## config.mk

```make
export PLATFORM = sky130hd
export DESIGN_NAME = pwr_mode_seq
export DESIGN_NICKNAME = d
export VERILOG_FILES = /design/src/rtl/pms_pkg.sv /design/src/rtl/pms_regfile.sv /design/src/rtl/pms_fsm.sv /design/src/rtl/pms_outmap.sv /design/src/rtl/pwr_mode_seq.sv
export SDC_FILE = /design/constraint.sdc
export NUM_CORES = 1
export LEC_CHECK = 0
export CELL_PAD_IN_SITES_DETAIL_PLACEMENT = 0
export CELL_PAD_IN_SITES_GLOBAL_PLACEMENT = 1
export CORE_ASPECT_RATIO = 1.75
export CORE_MARGIN = 5
export CORE_UTILIZATION = 42
export DETAILED_ROUTE_END_ITERATION = 12
export MAX_ROUTING_LAYER = met4
export PLACE_DENSITY_LB_ADDON = 0.1
export SYNTH_ARGS = -nofsm -noshare
export SYNTH_HDL_FRONTEND = slang
export SYNTH_SLANG_ARGS = --single-unit
```

## constraint.sdc

```tcl
create_clock -name clk -period 3.48 [get_ports clk]
set_input_delay 0.348 -clock clk [delete_from_list [all_inputs] [get_ports clk]]
set_output_delay 0.348 -clock clk [all_outputs]
set_load 0.02 [all_outputs]
```

## src/rtl/pms_pkg.sv

```systemverilog
package pms_pkg;

    typedef enum logic [1:0] {
        MODE_ACT   = 2'b00,
        MODE_ALT   = 2'b01,
        MODE_SLEEP = 2'b10,
        MODE_HIB   = 2'b11
    } pmode_e;

    typedef enum logic [1:0] {
        REG_FULL    = 2'b00,
        REG_REDUCED = 2'b01,
        REG_RETAIN  = 2'b10
    } regst_e;

    typedef struct packed {
        logic   hf;
        logic   lf;
        regst_e rs;
    } clkreg_t;

    localparam int WAKE_N = 7;
    localparam int RST_N  = 4;
    localparam int ADDR_W = 3;

    localparam logic [ADDR_W-1:0] A_MODE  = 3'd0;
    localparam logic [ADDR_W-1:0] A_TACT  = 3'd1;
    localparam logic [ADDR_W-1:0] A_TALT  = 3'd2;
    localparam logic [ADDR_W-1:0] A_DSLP  = 3'd3;
    localparam logic [ADDR_W-1:0] A_DHIB  = 3'd4;
    localparam logic [ADDR_W-1:0] A_WCLR  = 3'd5;

    function automatic logic is_low(pmode_e m);
        return m == MODE_SLEEP || m == MODE_HIB;
    endfunction

    function automatic logic [WAKE_N-1:0] wake_allow(pmode_e m);
        case (m)
            MODE_ALT:   return '1;
            MODE_SLEEP: return 7'b111_1110;
            MODE_HIB:   return 7'b000_0100;
            default:    return '0;
        endcase
    endfunction

    function automatic logic [RST_N-1:0] rst_allow(pmode_e m);
        case (m)
            MODE_SLEEP: return 4'b0111;
            MODE_HIB:   return 4'b0001;
            default:    return 4'b1111;
        endcase
    endfunction

    function automatic clkreg_t clkreg_of(pmode_e m);
        clkreg_t c;
        case (m)
            MODE_SLEEP: c = '{hf: 1'b0, lf: 1'b1, rs: REG_REDUCED};
            MODE_HIB:   c = '{hf: 1'b0, lf: 1'b0, rs: REG_RETAIN};
            default:    c = '{hf: 1'b1, lf: 1'b1, rs: REG_FULL};
        endcase
        return c;
    endfunction

endpackage

```

## src/rtl/pms_regfile.sv

```systemverilog
module pms_regfile
    import pms_pkg::*;
#(
    parameter int N_SUB   = 8,
    parameter int CNT_W   = 16,
    parameter int DATA_W  = 16,
    parameter int SLP_DLY = 20,
    parameter int HIB_DLY = 100
) (
    input  logic                   clk,
    input  logic                   rst,
    input  logic                   wr_en,
    input  logic [ADDR_W-1:0]      wr_addr,
    input  logic [DATA_W-1:0]      wr_data,
    input  logic                   cause_set,
    input  logic [WAKE_N-1:0]      cause_val,
    output logic [N_SUB-1:0]       tmpl_act,
    output logic [N_SUB-1:0]       tmpl_alt,
    output logic [CNT_W-1:0]       dly_slp,
    output logic [CNT_W-1:0]       dly_hib,
    output logic [WAKE_N-1:0]      cause
);

    logic [1:0][N_SUB-1:0] tmpl_w;
    logic [1:0][CNT_W-1:0] dly_w;
    logic [WAKE_N-1:0]     cause_q;

    // index 0 serves the active mode / sleep, index 1 alternate / hibernate
    for (genvar g = 0; g < 2; g++) begin : g_set
        localparam logic [ADDR_W-1:0] T_SEL  = (g == 0) ? A_TACT : A_TALT;
        localparam logic [ADDR_W-1:0] D_SEL  = (g == 0) ? A_DSLP : A_DHIB;
        localparam logic [N_SUB-1:0]  T_INIT = (g == 0) ? {N_SUB{1'b1}} : {N_SUB{1'b0}};
        localparam logic [CNT_W-1:0]  D_INIT = (g == 0) ? CNT_W'(SLP_DLY) : CNT_W'(HIB_DLY);

        logic [N_SUB-1:0] t_q;
        logic [CNT_W-1:0] d_q;

        always_ff @(posedge clk) begin
            if (rst) begin
                t_q <= T_INIT;
                d_q <= D_INIT;
            end else if (wr_en) begin
                if (wr_addr == T_SEL) t_q <= wr_data[N_SUB-1:0];
                if (wr_addr == D_SEL) d_q <= wr_data[CNT_W-1:0];
            end
        end

        assign tmpl_w[g] = t_q;
        assign dly_w[g]  = d_q;
    end

    always_ff @(posedge clk) begin
        if (rst)
            cause_q <= '0;
        else if (cause_set)
            cause_q <= cause_val;
        else if (wr_en && wr_addr == A_WCLR)
            cause_q <= cause_q & ~wr_data[WAKE_N-1:0];
    end

    assign tmpl_act = tmpl_w[0];
    assign tmpl_alt = tmpl_w[1];
    assign dly_slp  = dly_w[0];
    assign dly_hib  = dly_w[1];
    assign cause    = cause_q;

endmodule

```

## src/rtl/pms_fsm.sv

```systemverilog
module pms_fsm
    import pms_pkg::*;
#(
    parameter int CNT_W = 16
) (
    input  logic              clk,
    input  logic              rst,
    input  logic              req_valid,
    input  pmode_e            req_mode,
    input  logic [WAKE_N-1:0] wake,
    input  logic [RST_N-1:0]  rst_req,
    input  logic              supply_good,
    input  logic [CNT_W-1:0]  dly_slp,
    input  logic [CNT_W-1:0]  dly_hib,
    output pmode_e            mode,
    output logic              waking,
    output logic              cause_set,
    output logic [WAKE_N-1:0] cause_val
);

    pmode_e            mode_q, mode_n;
    logic              wk_q, wk_n;
    logic [CNT_W-1:0]  cnt_q, cnt_n;
    logic              rst_hit, wake_hit, entry_ok;

    always_comb begin
        rst_hit   = |(rst_req & rst_allow(mode_q));
        wake_hit  = !wk_q && (|(wake & wake_allow(mode_q)));
        entry_ok  = is_low(req_mode)
                  ? (supply_good && !(|(wake & wake_allow(req_mode))))
                  : 1'b1;
        cause_val = wake & wake_allow(mode_q);

        mode_n    = mode_q;
        wk_n      = wk_q;
        cnt_n     = cnt_q;
        cause_set = 1'b0;

        if (rst_hit) begin
            mode_n = MODE_ACT;
            wk_n   = 1'b0;
            cnt_n  = '0;
        end else if (wk_q) begin
            if (cnt_q == '0) begin
                mode_n = MODE_ACT;
                wk_n   = 1'b0;
            end else begin
                cnt_n = cnt_q - 1'b1;
            end
        end else if (wake_hit) begin
            cause_set = 1'b1;
            if (mode_q == MODE_ALT) begin
                mode_n = MODE_ACT;
            end else begin
                wk_n  = 1'b1;
                cnt_n = (mode_q == MODE_SLEEP) ? dly_slp : dly_hib;
            end
        end else if (req_valid && !is_low(mode_q) && entry_ok) begin
            mode_n = req_mode;
        end
    end

    always_ff @(posedge clk) begin
        if (rst) begin
            mode_q <= MODE_ACT;
            wk_q   <= 1'b0;
            cnt_q  <= '0;
        end else begin
            mode_q <= mode_n;
            wk_q   <= wk_n;
            cnt_q  <= cnt_n;
        end
    end

    assign mode   = mode_q;
    assign waking = wk_q;

endmodule

```

## src/rtl/pms_outmap.sv

```systemverilog
module pms_outmap
    import pms_pkg::*;
#(
    parameter int N_SUB = 8
) (
    input  pmode_e           mode,
    input  logic [N_SUB-1:0] tmpl_act,
    input  logic [N_SUB-1:0] tmpl_alt,
    output logic [N_SUB-1:0] sub_en,
    output logic             hf_clk_en,
    output logic             lf_clk_en,
    output regst_e           reg_state
);

    logic    in_act, in_alt;
    clkreg_t cr;

    assign in_act = (mode == MODE_ACT);
    assign in_alt = (mode == MODE_ALT);

    for (genvar i = 0; i < N_SUB; i++) begin : g_sub
        assign sub_en[i] = (in_act & tmpl_act[i]) | (in_alt & tmpl_alt[i]);
    end

    assign cr        = clkreg_of(mode);
    assign hf_clk_en = cr.hf;
    assign lf_clk_en = cr.lf;
    assign reg_state = cr.rs;

endmodule

```

## src/rtl/pwr_mode_seq.sv

```systemverilog
module pwr_mode_seq
    import pms_pkg::*;
#(
    parameter int N_SUB   = 8,
    parameter int N_IO    = 4,
    parameter int CNT_W   = 16,
    parameter int DATA_W  = 16,
    parameter int SLP_DLY = 20,
    parameter int HIB_DLY = 100
) (
    input  logic              clk,
    input  logic              rst,
    input  logic              wr_en,
    input  logic [2:0]        wr_addr,
    input  logic [DATA_W-1:0] wr_data,
    input  logic [6:0]        wake_evt,
    input  logic [3:0]        rst_req,
    input  logic [N_IO-1:0]   supply_ok,
    output logic [N_SUB-1:0]  sub_en,
    output logic              hf_clk_en,
    output logic              lf_clk_en,
    output logic [1:0]        reg_state,
    output logic [1:0]        mode_o,
    output logic              waking_o,
    output logic [6:0]        wake_cause
);

    pmode_e            mode;
    regst_e            rs;
    logic              waking;
    logic              cause_set;
    logic [WAKE_N-1:0] cause_val;
    logic [N_SUB-1:0]  tmpl_act, tmpl_alt;
    logic [CNT_W-1:0]  dly_slp, dly_hib;
    logic              req_valid;

    assign req_valid = wr_en && (wr_addr == A_MODE);

    pms_regfile #(
        .N_SUB(N_SUB), .CNT_W(CNT_W), .DATA_W(DATA_W),
        .SLP_DLY(SLP_DLY), .HIB_DLY(HIB_DLY)
    ) u_regs (
        .clk       (clk),
        .rst       (rst),
        .wr_en     (wr_en),
        .wr_addr   (wr_addr),
        .wr_data   (wr_data),
        .cause_set (cause_set),
        .cause_val (cause_val),
        .tmpl_act  (tmpl_act),
        .tmpl_alt  (tmpl_alt),
        .dly_slp   (dly_slp),
        .dly_hib   (dly_hib),
        .cause     (wake_cause)
    );

    pms_fsm #(.CNT_W(CNT_W)) u_fsm (
        .clk         (clk),
        .rst         (rst),
        .req_valid   (req_valid),
        .req_mode    (pmode_e'(wr_data[1:0])),
        .wake        (wake_evt),
        .rst_req     (rst_req),
        .supply_good (&supply_ok),
        .dly_slp     (dly_slp),
        .dly_hib     (dly_hib),
        .mode        (mode),
        .waking      (waking),
        .cause_set   (cause_set),
        .cause_val   (cause_val)
    );

    pms_outmap #(.N_SUB(N_SUB)) u_map (
        .mode      (mode),
        .tmpl_act  (tmpl_act),
        .tmpl_alt  (tmpl_alt),
        .sub_en    (sub_en),
        .hf_clk_en (hf_clk_en),
        .lf_clk_en (lf_clk_en),
        .reg_state (rs)
    );

    assign reg_state = rs;
    assign mode_o    = mode;
    assign waking_o  = waking;

endmodule

```

* After elaboration in Yosys (flattened, before gate mapping) *
Cells that the tools add are included.

storage, ports and cells
  flip-flop bits (word level) = 74
  output and inout port bits = 22

cells by class
  add/subtract/negate cells = 1
  equal/unequal tests = 15
  mux-type cells = 24
  bitwise gates (word level) = 29
  reductions and logical operators = 28

operators with widths
  cell                                                                   number
  16-bit 2-to-1 mux                                                      5
  7-bit one-hot mux with 3 select lines                                  2
  7-bit AND                                                              3
  1-bit AND                                                              16
  16-bit zero test                                                       1
  4-bit one-hot mux with 2 select lines                                  2
  16-bit by 1-bit subtractor with 16-bit output, second input constant   1
  7-bit 2-to-1 mux                                                       2
  7-bit OR reduction                                                     2
  2-bit 2-to-1 mux                                                       5
  2-bit equality test, second input constant                             4
  1-bit 2-to-1 mux                                                       8
  1-bit OR                                                               8
  2-bit AND reduction                                                    4
  7-bit inverter                                                         1
  3-bit by 2-bit equality test with 1-bit output, second input constant  2
  3-bit equality test, second input constant                             2
  1-bit logical AND                                                      6
  2-bit != test, second input constant                                   3
  3-bit AND reduction                                                    2
  5-bit OR reduction                                                     1
  4-bit AND                                                              1
  2-bit by 1-bit equality test with 1-bit output, second input constant  2
  4-bit AND reduction                                                    1
  other kinds (9)                                                        13

* Longest topological paths before layout *
  word-level depth = 11
  mapped depth = 9

* Cells and area by module *
From an unflattened synthesis, not the netlist that was laid out.

second synthesis, totals
  cells, all modules = 459
  area total of the unflattened synthesis = 3849.9 sq um

by module, submodules not included
  module        times used  cells each  area an instance (sq um)
  pms_regfile   1           232         2060.7
  pms_fsm       1           203         1621.6
  pms_outmap    1           22          143.9
  pwr_mode_seq  1           2           23.8

* Worst setup path before layout *
OpenSTA, ideal clock, no wires.

  path kind = register -> register
  from = reg u_fsm.mode_q[1], in the netlist u_fsm.mode[1]
  to = reg u_regs.cause_q[4], in the netlist u_regs.cause[4]
  library setup time = 0.132 ns
  data arrival time = 2.410 ns
  data required time = 3.348 ns
  path slack = 0.938 ns
  stages on the path, launching flop included = 9
  buffers on the path = 2
  clock period less this slack = 2.542 ns
  path through = dfxtp_1 > ha_1 > clkbuf_1 > nand2b_1 > a21oi_1 > a2111oi_0 > clkbuf_1 > nand3b_1 > a21oi_1

on the way
  cells in the longest elaborated chain, start to end = 9
  elaborated cells between the ends (all ways) = 15

RTL lines
  element                                                                                       RTL line                      source
  start, declared                                                                               pms_fsm.sv:21                 pmode_e mode_q, mode_n;
  start signal, assigned                                                                        pms_fsm.sv:69                 mode_q <= mode_n;
  2-bit equality test / 2-bit by 1-bit equality test with 1-bit output (equally long branches)  pms_pkg.sv:38, pms_pkg.sv:47
  7-bit one-hot mux with 3 select lines                                                         pms_pkg.sv:38                 case (m)
  7-bit AND                                                                                     pms_fsm.sv:28, pms_fsm.sv:32
  7-bit OR reduction                                                                            pms_fsm.sv:28                 wake_hit = !wk_q && (|(wake & wake_allow(mode_q)));
  1-bit logical AND                                                                             pms_fsm.sv:28
  1-bit 2-to-1 mux                                                                              pms_fsm.sv:50                 end else if (wake_hit) begin
  1-bit 2-to-1 mux                                                                              pms_fsm.sv:43                 end else if (wk_q) begin
  1-bit 2-to-1 mux                                                                              pms_fsm.sv:39                 if (rst_hit) begin
  7-bit 2-to-1 mux / 2-bit nonzero test (equally long branches)                                 n/a
  end signal, assigned                                                                          pms_regfile.sv:56             cause_q <= cause_val;
  end signal, assigned                                                                          pms_regfile.sv:58             cause_q <= cause_q & ~wr_data[WAKE_N-1:0];
  end, declared                                                                                 pms_regfile.sv:26             logic [WAKE_N-1:0] cause_q;

Parallel ways exist; a longest one is shown, timed or not.
A chain may end at the register's enable or synchronous reset.

* Worst setup path after layout *
  from = reg u_fsm.mode_q[0], in the netlist u_fsm.mode[0]
  to = reg u_fsm.cnt_q[15]

on the way
  cells in the longest elaborated chain, start to end = 7
  elaborated cells between the ends (all ways) = 17

RTL lines
  element                                            RTL line                      source
  2-bit equality test, or another cell as far along  pms_pkg.sv:38, pms_pkg.sv:47
  7-bit one-hot mux with 3 select lines              pms_pkg.sv:38
  7-bit AND                                          pms_fsm.sv:28
  7-bit OR reduction                                 pms_fsm.sv:28
  1-bit logical AND                                  pms_fsm.sv:28
  2-bit nonzero test (no source line)                n/a
  3-bit AND reduction (no source line)               n/a
  end signal, assigned                               pms_fsm.sv:71                 cnt_q <= cnt_n;
  end, declared                                      pms_fsm.sv:23                 logic [CNT_W-1:0] cnt_q, cnt_n;

Parallel ways exist; a longest one is shown, timed or not. The select of a mux whose other input is x is not followed.

==> summary.txt <==
Worst setup path
  • Slowest cell delay on critical path: 0.98 ns
  • Levels on crit path: 6
  • Crit path launch: u_fsm.mode[0]
  • CP Max Fanout: 10
  • Worst-path cell chain: inv_1 -> ha_1 -> o21ai_0 -> a211oi_1 -> nor2_1 -> a32o_1
  • CP required: 3.70 ns
  • Setup crit end: u_fsm.cnt_q[15]
  • CP Launch Type: register
  • Cells on worst reg2reg path: 6
  • CP delay by family, top: compound AO/OA/AOI/OAI gates
  • Crit. End Element: register
  • Worst Path Buf+Inv: 1
  • CP max stage cell: a211oi_1
  • Worst reg-to-reg setup slack: 0.53 ns
  • Crit path kind: register to register
  • Worst Path Arrival: 3.17 ns
  • RR Endpoint: u_fsm.cnt_q[15]
  • Worst r2r src: u_fsm.mode[0]

Synthesis
  • Post-synth top area share: 0.410
  • Main flop type after synthesis: dfxtp_1
  • Ys Warns: 0
  • Syn_area_per_cell: 8.00 um^2
  • Register area share after synthesis: 0.410
  • Synth cell types: 44
  • Dominant cell type by area after synthesis: dfxtp_1
  • Synth Net Count: 500
  • Yosys reg bits: 74
  • Most frequent cell after synthesis: nand2_1
  • Cells after Synth: 452
  • Synth area leaders: dfxtp_1 (41%), nand2_1 (12%), a21oi_1 (7.3%)
  • Ys async rst share: 0
  • Post-Syn Area: 3620 um^2
  • EDFF count, synth: 0
  • Top cells by count, synth: nand2_1 (114), dfxtp_1 (74), a21oi_1 (53)

Floorplanning
  • Starting Density: 0.432
  • IO Pins: 59
  • Die area: 10600 um^2
  • Die height: 133 um
  • Core Region: 8370 um^2
  • Die Wd: 80.1 um
  • Cell Rows: 44

Global routing
  • Met2 Usage GRT: 0.342
  • Vias in the first global route: 3302
  • Tot GR Track Use: 0.209
  • Pin count of the biggest net entering global routing: 57
  • M3 GR Usage: 0.0374
  • Initial antenna violation count: 0
  • Grt peak-use layer: met2
  • Overflow after GRT: 0
  • Global-route met1 utilization: 0.244
  • First-pass GRT wire length: 16600 um

STA
  • Slew Limit Fails: 0
  • RSZ-0062 raised after global routing: no
  • Hold slack: 0.452 ns
  • Post-layout minimum cycle time: 2.95 ns
  • Final Setup Violations: 0
  • Post-route setup TNS: 0 ns
  • Max-slew headroom: 0.245
  • Fin. Hold Viols: 0
  • Worst Tran Pin Value: 1.12 ns
  • Clock skew: 0.00536 ns
  • Maximum clock rate: 0.339 GHz
  • Final period util: 0.848

Power and ir drop
  • Power Density: 421 nW/um^2
  • Maximum VDD drop: 319 uV
  • Lkg Pwr: 1.65 nW
  • Power Total: 1.92 mW

Clocking
  • Root buffer cell: clkbuf_16
  • CTS clock-pin slew for the worst setup and hold paths: 0.06 ns
  • CTS max path bufs: 2
  • Clock Sinks: 74
  • Hold_buf cts: 0
  • PostCTS Resize Cnt: 0
  • Num CTS Buffers: 9
  • CTS tree: yes
  • Setup bufs post-CTS: 0
  • H-tree depth: 3
  • Clk_lat worst skew: 0.33 ns

Cells and area
  • Share of layout cells above drive strength 1: 0.0575
  • Area grow syn2layout: 26.4%
  • Nets: 547
  • Layout Utilization: 0.546
  • # diodes: 0
  • Fin cells: 619

Route
  • Final routed DRC violation total: 0
  • TritonRoute pass-1 iters: 5
  • Number of nets with antenna violations after routing: 0
  • Vias per inst: 5.57
  • Drt total wl: 10500 um
  • Detailed Route Iter0 Violations: 235
  • Total number of vias: 3449
  • WL per Instance: 17.0 um

Min path
  • Worst Min Path Start: u_regs.dly_hib[7]
  • Worst min path class: register to register

Placed design
  • DP HPWL: 7450 um
  • Routability cong.: 0.849
  • Placed cells: 603
  • IO buf count: 58

Run status
  • Outcome: complete, no violations

Run
  • Max-cap violation count: 0
==> layout by cell type, fill, tap and decap left out, types with 9 or more instances in the layout <==
cell type        instances
nand2_1                114
dfxtp_1                 74
clkdlybuf4s50_1         58
a21oi_1                 53
nand3b_1                22
nand3_1                 21
nor2_1                  14
ha_1                    11
mux2i_1                 10
clkbuf_16                9
==> worst min path at each step <==
stage	to	slack, ns	cells after the start
6_report	u_regs.dly_hib[7]	0.45	2
5_1_grt	u_regs.dly_slp[1]	0.47	2
4_1_cts	u_regs.dly_slp[1]	0.45	2
3_5_place_dp	u_regs.dly_slp[1]	0.45	2
3_3_place_gp	u_regs.dly_slp[7]	0.44	2
2_1_floorplan	u_regs.dly_hib[6]	0.43	2
==> where the power goes <==
part / internal, mW / switching (mW) / total [mW] / leakage (nW)
logic: 0.0672 / 0.0684 / 0.136 / 0.902
registers: 0.861 / 0.00649 / 0.868 / 0.599
clock network: 0.557 / 0.363 / 0.920 / 0.147
total: 1.49 / 0.438 / 1.92 / 1.65
==> cells by family (layout without fill, tap and decap cells) <==
family	after synthesis	in the layout	share of synthesized area
AND/OR/NAND/NOR	216	216	0.290
adder cells (fa/ha/maj)	11	11	0.0381
buffers and inverters	33	85	0.0343
multiplexers	15	15	0.0433
AO/OA/AOI/OAI	103	103	0.184
flip-flops	74	74	0.410
==> layout make-up <==
type,instances,area (um^2)
clock buffers,10,229
multi-input cells,345,2020
fillers,864,3800
repair buffers,61,603
inverters,8,30.0
clock inverters,6,66.3
well taps,115,144
flip-flops and latches,74,1480
==> registers in the layout, summed over array words and instances (netlist names) <==
register / cells
u_regs.cause: 7
u_regs.tmpl_act: 8
u_fsm.waking: 1
u_regs.tmpl_alt: 8
u_fsm.mode: 2
u_regs.dly_slp: 16
u_regs.dly_hib: 16
u_fsm.cnt_q: 16
==> metrics by stage <==
stage               instance area (um^2)  setup WS, ns
floorplan                           3620         0.938
global placement                    4280         0.616
detailed placement                  4280         0.570
CTS                                 4570         0.525
global route                        4570         0.273
finish                              4570         0.528
==> layer usage <==
| metal | wire [um] | vias up |
|---|---|---|
| li1 | - | 1707 |
| met1 | 4300 | 1628 |
| met2 | 5470 | 96 |
| met3 | 442 | 18 |
| met4 | 300 | 0 |
| met5 | 0 | - |
==> worst register-to-register path, delay by kind of cell, from the launching register on <==
kind / cells / cell delay, ns
buffers and inverters: 1 / 0.12
and+or+nand+nor: 1 / 0.35
DFF: 1 / 0.43
adders and majority gates: 1 / 0.39
AOI/OAI and AO/OA: 3 / 1.55
Note: power is estimated with default switching activity, not from simulation.
